## src/rtl/mseq_pkg.sv

```systemverilog
package mseq_pkg;
    typedef enum logic [1:0] {
        NXT_INC    = 2'b00,
        NXT_BRANCH = 2'b01,
        NXT_MAP    = 2'b10,
        NXT_RET    = 2'b11
    } nxt_sel_e;

    typedef enum logic [1:0] {
        CND_ONE  = 2'b00,
        CND_EXT  = 2'b01,
        CND_ZERO = 2'b10,
        CND_SIGN = 2'b11
    } cnd_sel_e;

    typedef enum logic {
        ST_FETCH = 1'b0,
        ST_EXEC  = 1'b1
    } seq_state_e;
endpackage

```

## src/rtl/mseq_map.sv

```systemverilog
module mseq_map #(
    parameter int OPC_W  = 4,
    parameter int PAD_HI = 1,
    parameter int PAD_LO = 2,
    parameter int ADDR_W = PAD_HI + OPC_W + PAD_LO
) (
    input  logic [OPC_W-1:0]  opcode,
    output logic [ADDR_W-1:0] map_addr
);
    localparam int LOW_W = OPC_W + PAD_LO;

    logic [LOW_W-1:0] low_part;

    generate
        if (PAD_LO > 0) begin : g_lo_pad
            assign low_part = {opcode, {PAD_LO{1'b0}}};
        end else begin : g_lo_bare
            assign low_part = opcode;
        end
        if (PAD_HI > 0) begin : g_hi_pad
            assign map_addr = {{PAD_HI{1'b0}}, low_part};
        end else begin : g_hi_bare
            assign map_addr = low_part;
        end
    endgenerate
endmodule

```

## src/rtl/mseq_cond.sv

```systemverilog
module mseq_cond
    import mseq_pkg::*;
(
    input  cnd_sel_e sel,
    input  logic     flag_ext,
    input  logic     flag_zero,
    input  logic     flag_sign,
    output logic     cond_ok
);
    always_comb begin
        unique case (sel)
            CND_ONE:  cond_ok = 1'b1;
            CND_EXT:  cond_ok = flag_ext;
            CND_ZERO: cond_ok = flag_zero;
            CND_SIGN: cond_ok = flag_sign;
            default:  cond_ok = 1'b0;
        endcase
    end
endmodule

```

## src/rtl/mseq_next.sv

```systemverilog
module mseq_next
    import mseq_pkg::*;
#(
    parameter int ADDR_W = 7
) (
    input  nxt_sel_e          sel,
    input  logic              call,
    input  logic              cond_ok,
    input  logic [ADDR_W-1:0] car,
    input  logic [ADDR_W-1:0] jump_addr,
    input  logic [ADDR_W-1:0] map_addr,
    input  logic [ADDR_W-1:0] ret_addr,
    output logic [ADDR_W-1:0] nxt_addr,
    output logic [ADDR_W-1:0] link_addr,
    output logic              push
);
    assign link_addr = car + ADDR_W'(1);

    always_comb begin
        push = 1'b0;
        unique case (sel)
            NXT_INC:    nxt_addr = link_addr;
            NXT_BRANCH: begin
                nxt_addr = cond_ok ? jump_addr : link_addr;
                push     = call & cond_ok;
            end
            NXT_MAP:    nxt_addr = map_addr;
            NXT_RET:    nxt_addr = ret_addr;
            default:    nxt_addr = link_addr;
        endcase
    end
endmodule

```

## src/rtl/mseq_top.sv

```systemverilog
module mseq_top
    import mseq_pkg::*;
#(
    parameter int OPC_W  = 4,
    parameter int PAD_HI = 1,
    parameter int PAD_LO = 2,
    parameter int CTRL_W = 8,
    localparam int ADDR_W = PAD_HI + OPC_W + PAD_LO,
    localparam int UW_W   = CTRL_W + 5 + ADDR_W
) (
    input  logic              clk,
    input  logic              rst,
    input  logic [UW_W-1:0]   uword_i,
    input  logic [OPC_W-1:0]  opcode_i,
    input  logic              flag_ext_i,
    input  logic              flag_zero_i,
    input  logic              flag_sign_i,
    output logic [ADDR_W-1:0] car_o,
    output logic [CTRL_W-1:0] ctrl_o,
    output logic              exec_o
);
    localparam int CALL_B   = ADDR_W;
    localparam int CND_LSB  = ADDR_W + 1;
    localparam int SEL_LSB  = ADDR_W + 3;
    localparam int CTRL_LSB = ADDR_W + 5;

    seq_state_e        state_q, state_d;
    logic [ADDR_W-1:0] car_q, sbr_q;
    logic [UW_W-1:0]   cdr_q;

    logic [ADDR_W-1:0] map_addr, nxt_addr, link_addr;
    logic              cond_ok, push;

    mseq_map #(
        .OPC_W (OPC_W),
        .PAD_HI(PAD_HI),
        .PAD_LO(PAD_LO),
        .ADDR_W(ADDR_W)
    ) u_map (
        .opcode  (opcode_i),
        .map_addr(map_addr)
    );

    mseq_cond u_cond (
        .sel      (cnd_sel_e'(cdr_q[CND_LSB +: 2])),
        .flag_ext (flag_ext_i),
        .flag_zero(flag_zero_i),
        .flag_sign(flag_sign_i),
        .cond_ok  (cond_ok)
    );

    mseq_next #(
        .ADDR_W(ADDR_W)
    ) u_next (
        .sel      (nxt_sel_e'(cdr_q[SEL_LSB +: 2])),
        .call     (cdr_q[CALL_B]),
        .cond_ok  (cond_ok),
        .car      (car_q),
        .jump_addr(cdr_q[ADDR_W-1:0]),
        .map_addr (map_addr),
        .ret_addr (sbr_q),
        .nxt_addr (nxt_addr),
        .link_addr(link_addr),
        .push     (push)
    );

    always_comb begin
        unique case (state_q)
            ST_FETCH: state_d = ST_EXEC;
            ST_EXEC:  state_d = ST_FETCH;
            default:  state_d = ST_FETCH;
        endcase
    end

    always_ff @(posedge clk) begin
        if (rst) begin
            state_q <= ST_FETCH;
            car_q   <= '0;
            sbr_q   <= '0;
            cdr_q   <= '0;
        end else begin
            state_q <= state_d;
            unique case (state_q)
                ST_FETCH: cdr_q <= uword_i;
                ST_EXEC: begin
                    car_q <= nxt_addr;
                    if (push) sbr_q <= link_addr;
                end
                default: ;
            endcase
        end
    end

    always_comb begin
        car_o  = car_q;
        ctrl_o = cdr_q[CTRL_LSB +: CTRL_W];
        exec_o = (state_q == ST_EXEC);
    end
endmodule

```

## config.mk

```make
export PLATFORM = sky130hd
export DESIGN_NAME = mseq_top
export DESIGN_NICKNAME = d
export VERILOG_FILES = /design/src/rtl/mseq_pkg.sv /design/src/rtl/mseq_map.sv /design/src/rtl/mseq_cond.sv /design/src/rtl/mseq_next.sv /design/src/rtl/mseq_top.sv
export SDC_FILE = /design/constraint.sdc
export NUM_CORES = 1
export LEC_CHECK = 0
export BUFFER_PORTS_ARGS = -buffer_cell sky130_fd_sc_hd__buf_2
export CORE_MARGIN = 5
export CORE_UTILIZATION = 45
export CTS_CLUSTER_SIZE = 20
export DETAILED_ROUTE_END_ITERATION = 10
export PLACE_DENSITY = 0.69
export SYNTH_ARGS = -nofsm -noshare
export SYNTH_HDL_FRONTEND = slang
export SYNTH_SLANG_ARGS = --single-unit
```

## constraint.sdc

```tcl
create_clock -name clk -period 2.4 [get_ports clk]
set_clock_uncertainty 0.2 [all_clocks]
set_input_delay 0.48 -clock clk [delete_from_list [all_inputs] [get_ports clk]]
set_output_delay 0.48 -clock clk [all_outputs]
set_load 0.02 [all_outputs]
```

# --- Yosys cells after proc, flatten, opt, wreduce, memory -nomap -nowiden ---
# Index checks and enable logic that the tools add are counted.
classes:
  n_mul: 0
  div: 0
  bitwise: 2
  reduce_logical: 3
  n_lt_le_gt_ge: 0
  n_eq_ne: 6
  addsub: 1
  n_mux: 5
  shift: 0
ops:
  columns: ["op", "n"]
  rows:
  - ["$pmux W7 S4", 1]
  - ["$eq A2 B2 Y1 const B", 4]
  - ["$add A7 B1 Y7 const B", 1]
  - ["$mux W7", 1]
  - ["$eq A2 B1 Y1 const B", 2]
  - ["$logic_not A2 Y1", 2]
  - ["$pmux W1 S4", 1]
  - ["$pmux W1 S2", 1]
  - ["$reduce_and A2 Y1", 1]
  - ["$and A1 B1 Y1", 1]
  - ["$mux W1", 1]
  - ["$not A1 Y1", 1]
totals:
  inputBits: 29
  word_cells: 21
  rom_bits: 0
  reg_bits: 35
  memories: 0
  mem_bits_rw: 0
  latchBits: 0

# --- Longest topological paths before layout ---
# Gate-level depths: netlist of the first run.
depth:
  word_depth: 5
  mapped_depth: 6
  depth_no_buf: 5

# --- Hierarchy ---
# Synthesis of the first run repeated with hierarchy kept, for this count alone.
hier_totals:
  cells_unflattened: 190
  hier_area_um2: 1851.8
by_module_without_submodules:
  columns: ["module", "area_per_inst_um2", "cells_each", "instances", "seq_area_each_um2"]
  rows:
  - ["mseq_top", 1373.8, 129, 1, 700.7]
  - ["mseq_next", 394.1, 50, 1, 0.0]
  - ["mseq_map", 56.3, 8, 1, 0.0]
  - ["mseq_cond", 27.5, 3, 1, 0.0]

# --- Worst setup path before layout of the first run ---
# No wires, ideal clock.
synth_path:
  kind: "reg-to-reg"
  from: "register car_q[0] (netlist: car_o[0])"
  to: "register car_q[4] (netlist: car_o[4])"
  arrival_time_ns: 1.597
  setup_time_ns: 0.086
  synth_period_minus_slack_ns: 1.883
  n_path_buf: 0
  setup_slack_ns: 0.517
  path_stages_with_launch: 6
  cell_sequence: "dfxtp_1 ha_1 nand3_1 xor2_1 o311a_1 a211oi_1"
synth_between:
  elab_chain_len: 3
synth_lines:
  columns: ["item", "line_no", "rtl"]
  rows:
  - ["start, declared", "mseq_top.sv:28", "logic [ADDR_W-1:0] car_q, sbr_q;"]
  - ["start signal, assigned", "mseq_top.sv:86", "car_q <= nxt_addr;"]
  - ["$add A7 B1 Y7 (*)", "mseq_next.sv:17", "assign link_addr = car + ADDR_W'(1);"]
  - ["$mux W7", "mseq_next.sv:24", "nxt_addr = cond_ok ? jump_addr : link_addr;"]
  - ["$pmux W7 S4 (*)", "mseq_next.sv:21", "unique case (sel)"]
# Every way passes the cells marked *; elsewhere a longest branch is shown, timed or not.
# A chain may end at the register's enable or synchronous reset.

# --- Worst setup path after layout of the first run ---
# Same ends and word-level chain as after synthesis.

==> results of run 1 <==
[state kept, by name, indices dropped and copies added (netlist names)]
register / flops
car_o: 7
sbr_q: 7
exec_o: 1
cdr_q: 20
[worst reg2reg max path, cell delays in order, from the launching register on]
cell and delay, ns:
dfxtp_1 0.48, ha_1 0.31, nand3_1 0.12, xor2_1 0.20
o311a_1 0.30, a211oi_1 0.22
[metrics by stage]
step	util, %	power (uW)
final	55.2	1270
after global routing	55.2	1350
after CTS	55.2	1290
after detailed placement	53.0	875
after global placement	53.0	874
after floorplan	-	816
[how the worst min path moves through the flow]
stage	startpoint	end	slack [ns]	depth (start not counted)
after floorplan	cdr_q[0]$_SDFFE_PP0N_	car_o[0]$_SDFFE_PP0P_	0.26	2
after global placement	cdr_q[16]$_SDFFE_PP0N_	cdr_q[16]$_SDFFE_PP0N_	0.27	2
after detailed placement	cdr_q[18]$_SDFFE_PP0N_	cdr_q[18]$_SDFFE_PP0N_	0.28	2
after CTS	uword_i[18]	cdr_q[18]$_SDFFE_PP0N_	0.22	3
after global routing	uword_i[3]	cdr_q[3]$_SDFFE_PP0N_	0.22	3
final	uword_i[18]	cdr_q[18]$_SDFFE_PP0N_	0.22	3
[layer usage]
metal,track usage (%),up-vias
met5,0,-
met4,6.15,0
met3,3.72,9
met2,21.5,37
met1,20.2,658
li1,-,757
[layout make-up]
type | count | area [um2]
multi-input cells | 134 | 937
fillers | 359 | 1680
inverters | 3 | 11.3
clock inverters | 2 | 12.5
repair buffers | 51 | 273
clock buffers | 6 | 72.6
well taps | 48 | 60.1
flip-flops and latches | 35 | 702
[power by group]
part | switching, uW | internal, uW
sequential | 33.2 | 614
clock | 205 | 203
combinational | 119 | 95.3
total | 357 | 912
[kinds of logic (layout without fill, tap and decap cells)]
group | after synthesis | in the layout
multiplexers | 23 | 23
flip-flops | 35 | 35
AND/OR/NAND/NOR | 67 | 67
adder cells (fa/ha/maj) | 1 | 1
XOR/XNOR | 4 | 4
buffers and inverters | 24 | 62
AO/OA/AOI/OAI | 39 | 39
[cells in the final DEF (no fill, tap or decap), types with 2 or more instances in the layout]
cell type   n
inv_1       3
clkbuf_8    5
or3_1       2
mux2i_1    21
nand3_1    10
a31oi_1     3
nand2b_1    5
nor2_1     33
dfxtp_1    34
nand2_1     8
nand3b_1    2
a211oi_2    4
nor3_1      2
a211oi_1    7
o21ai_0     3
buf_2      44
buf_4       7
xnor2_1     3
o311a_1     3
a21oi_1     4
o31a_1      2
nor2b_1     2
==> metrics.csv, run 1 <==
metric,value,unit
status,completed,
endpoints failing setup,0,
DRC viols,0,
Worst path max stage delay,0.48,ns
Hold WS,0.221,ns
Slew Limit Fails,0,
worst skew pair latency,0.28,ns
VDD IR max,0.413,mV
CP endpoint kind,flip-flop,
post-synthesis sequential area ratio,39.4,%
mux contribution to synthesized area,13.2,%
crit path max fanout,9,
WL met2,1640,um
die area,0.00530,mm2
# diodes,0,
vias in the first global route,1360,
first-pass GRT wire length,6110,um
Final #Nets,260,
clock sink count,35,
design area,0.00207,mm2
H-tree levels,2,
period utilization,79.6,%
LEAKAGE,0.000836,uW
Ys Warns,0,
CTS buffer count,5,
R2R setup slack,0.49,ns
post-CTS setup buffers,0,
worst path required time,2.40,ns
Max Fclk,0.523,GHz
uppermost layer routed,met4,
CP Launch Type,flip-flop,
Max-Cap Viols,0,
Die Y-Extent,72.8,um
GP Congestion,0.887,
dpl cell area,0.00198,mm2
RSZ-0062 raised after global routing,no,
critical path depth,5,
Yosys reg bits,35,
# resized after CTS,0,
Vias,1461,
Site Rows,22,
Hold Fails Final Rpt,0,
post-synthesis compound-gate area fraction,18.8,%
grt ovf,0,
root buf cell,clkbuf_8,
Bufs and invs on worst path,0,
largest family of logic cells by synthesized area,compound AO/OA/AOI/OAI gates,
critical path launch point,car_o[0]$_SDFFE_PP0P_,
pre-CTS WS,0.363,ns
WL final,3680,um
initial drt markers,55,
post-DP HPWL,2680,um
die extent in x,72.8,um
port bufs,44,
R2R cell count,5,
total track usage,14.6,%
crit path time final,1.91,ns
Avg Inst Size Synth,9.21,um2
Area Overhead vs Synth,16.4,%
largest cells by area after synthesis,"dfxtp_1, mux2i_1, nor2_1, buf_4, a211oi_1",
largest net degree at the start of global routing,25,
slowest CP cell,dfxtp_1,
final worst slack,0.490,ns
initial antenna violation count,0,
Worst Setup Path Type,reg -> reg,
CP top delay family,compound AO/OA/AOI/OAI gates,
worst path cell trace,ha_1 > nand3_1 > xor2_1 > o311a_1 > a211oi_1,
Placed Instances,271,
core footprint,0.00374,mm2
CTS hold repair buffers,0,
setup TNS,0,ns
post-synth cell types,44,
CP arrival,1.91,ns
Post-Synth XOR/XNOR Area,1.97,%
Pwr Density,613,mW/mm2
synthesized area,0.00178,mm2
simple-gate share of the synthesized area,18.0,%
share of layout cells above drive strength 1,29.4,%
Synth top cells by count,"dfxtp_1, nor2_1, mux2i_1",
Initial DRT Pass Iterations,4,
WL per Instance,13.2,um
fin cells,279,
initial core utilization,47.5,%
worst reg2reg startpoint,car_o[0]$_SDFFE_PP0P_,
clock tree buffer depth,2,
post-DR vias/cell,5.24,
TritonCTS clock tree,done,
"Async S/R FF share, synth",0,%
Synth Flop Type,dfxtp_1,
Slew headroom,70.9,%
Met1 Wirelength,1770,um
Post-Synth Adder-Cell Area,0.704,%
Worst-path clk slew,0.07,ns
Hold WC Path Type,in -> reg,
post-synth top area cell,dfxtp_1,
Post-synth EDFFs,0,
crit path to,car_o[4]$_SDFFE_PP0P_,
DR WL met3,201,um
Top Ports,45,
Cells after Synth,193,
area share of the largest cell type after synthesis,39.4,%
most frequent cell after synthesis,dfxtp_1,
Routed Antenna Nets,0,
Syn Nets,223,
r2r endpoint,car_o[4]$_SDFFE_PP0P_,
Worst-Margin Slew,0.426,ns
(Power assumes the default switching activity.)
==> run 2: changes to the inputs <==
--- a/config.mk
+++ b/config.mk
@@ -10,7 +10,7 @@
 export CORE_UTILIZATION = 45
 export CTS_CLUSTER_SIZE = 20
 export DETAILED_ROUTE_END_ITERATION = 10
-export PLACE_DENSITY = 0.69
+export PLACE_DENSITY = 0.72
 export SYNTH_ARGS = -nofsm -noshare
 export SYNTH_HDL_FRONTEND = slang
 export SYNTH_SLANG_ARGS = --single-unit
==> constraint.sdc (replaced) <==
create_clock -name clk -period 1.73 [get_ports clk]
set_clock_uncertainty 0.2 [all_clocks]
set_input_delay 0.346 -clock clk [delete_from_list [all_inputs] [get_ports clk]]
set_output_delay 0.346 -clock clk [all_outputs]
set_load 0.02 [all_outputs]
==> metrics.csv, run 2 (same netlist as run 1, synthesis figures left out) <==
metric,value,unit
Worst path max stage delay,0.48,ns
Hold WC Path Type,in -> reg,
WL final,4160,um
initial drt markers,105,
crit path max fanout,7,
Placed Instances,285,
H-tree levels,2,
Worst Setup Path Type,reg -> reg,
worst skew pair latency,0.29,ns
fin cells,297,
CP top delay family,simple AND/OR/NAND/NOR gates,
max reg flops,20,
post-DR vias/cell,5.21,
# diodes,0,
Vias,1548,
period utilization,99.1,%
Top Ports,45,
CP endpoint kind,flip-flop,
RSZ-0062 raised after global routing,yes,
"most common cell after layout, fill and taps aside",buf_2,
largest net degree at the start of global routing,23,
core footprint,0.00374,mm2
worst path required time,1.76,ns
met3 GRT Util,6.06,%
Site Rows,22,
GP Congestion,0.806,
clock tree buffer depth,2,
port bufs,44,
die extent in x,72.8,um
slowest CP cell,or4b_1,
Worst-Margin Slew,0.427,ns
TritonCTS clock tree,done,
CP Launch Type,flip-flop,
first-pass GRT wire length,6730,um
clock sink count,35,
CTS buffer count,5,
Power Total,1810,uW
final-layout fill cell count,361,
status,completed,
Hold Fails Final Rpt,0,
setup TNS,0,ns
grt ovf,0,
total track usage,16.4,%
Area Overhead vs Synth,26.6,%
most frequent cells in the layout,"buf_2, nor2_1, dfxtp_1",
global-route track usage on met2,25.6,%
Max-Cap Viols,0,
endpoints failing setup,0,
Hold WS,0.0899,ns
Bufs and invs on worst path,0,
GRT busiest layer,met2,
Slew headroom,70.8,%
Top reg by flops,cdr_q,
Final #Nets,278,
VDD IR max,0.518,mV
M1 GR Usage,20.8,%
Pwr Density,806,mW/mm2
CP arrival,1.74,ns
initial core utilization,47.5,%
worst path cell trace,mux2i_4 > a211oi_2 > or4b_1 > o2bb2ai_1,
Worst-path clk slew,0.07,ns
root buf cell,clkbuf_8,
WHS Path Cells,3,
vias in the first global route,1429,
Initial DRT Pass Iterations,4,
pre-CTS WS,-0.0640,ns
Routed Antenna Nets,0,
Max Fclk,0.583,GHz
CTS hold repair buffers,0,
WL per Instance,14.0,um
DRC viols,0,
critical path depth,4,
LEAKAGE,0.000939,uW
Die Y-Extent,72.8,um
Slew Limit Fails,0,
initial antenna violation count,0,
R2R cell count,4,
share of layout cells above drive strength 1,36.9,%
die area,0.00530,mm2
crit path time final,1.71,ns
final worst slack,0.0157,ns
post-DP HPWL,3070,um
==> run 2: changes by cell type in the layout (fill, tap and decap cells not counted), sizes merged <==
cell,change
clkinvlp,-1
buf,+18
clkbuf,+1
==> run 2: path summary, 6_finish.rpt <==
path,startpoint,end,slack [ns]
hold reg to reg,cdr_q[0]$_SDFFE_PP0N_,car_o[0]$_SDFFE_PP0P_,0.29
setup reg to reg,cdr_q[9]$_SDFFE_PP0N_,car_o[6]$_SDFFE_PP0P_,0.02
setup / recovery,cdr_q[9]$_SDFFE_PP0N_,car_o[6]$_SDFFE_PP0P_,0.02
hold / removal,uword_i[15],cdr_q[15]$_SDFFE_PP0N_,0.09
==> run 2: worst min-delay path: cells and delay by family <==
family / cells / cell delay (ns)
buffers and inverters: 1 / 0.07
muxes: 1 / 0.05
and+or+nand+nor: 1 / 0.07
==> run 2: per-layer routing <==
metal	vias to the layer above	wire, um	share of wire [%]
li1	791	-	-
met1	711	1910	46
met2	42	1920	46
met3	4	280	6.7
met4	0	39	0.94
met5	-	0	0
==> run 2: final cells by class <==
type	count	area [um2]	share of cell area (%)
Timing Repair Buffer	69	424	18.9
Multi-Input combinational cell	134	965	42.9
Clock inverter	1	5.00	0.222
Clock buffer	7	76.3	3.39
Inverter	3	11.3	0.501
Sequential cell	35	708	31.5
Tap cell	48	60.1	2.67
==> run 2: metrics by stage <==
stage	area, um2	utilization [%]
floorplan	1790	-
global placement	2110	56.4
detailed placement	2110	56.4
CTS	2210	59.0
global route	2250	60.1
finish	2250	60.1
==> run 2: power by group <==
part / internal (uW) / switching, uW
registers: 853 / 31.5
logic: 168 / 195
clock network: 282 / 284
total: 1300 / 510
==> run 2: what timing repair did <==
action,in CTS,in global routing
endpoints found under the hold margin,0,0
setup endpoints to repair,11,11
pin swaps,1,6
setup buffers,2,2
cloned,0,0
resized for setup,1,8
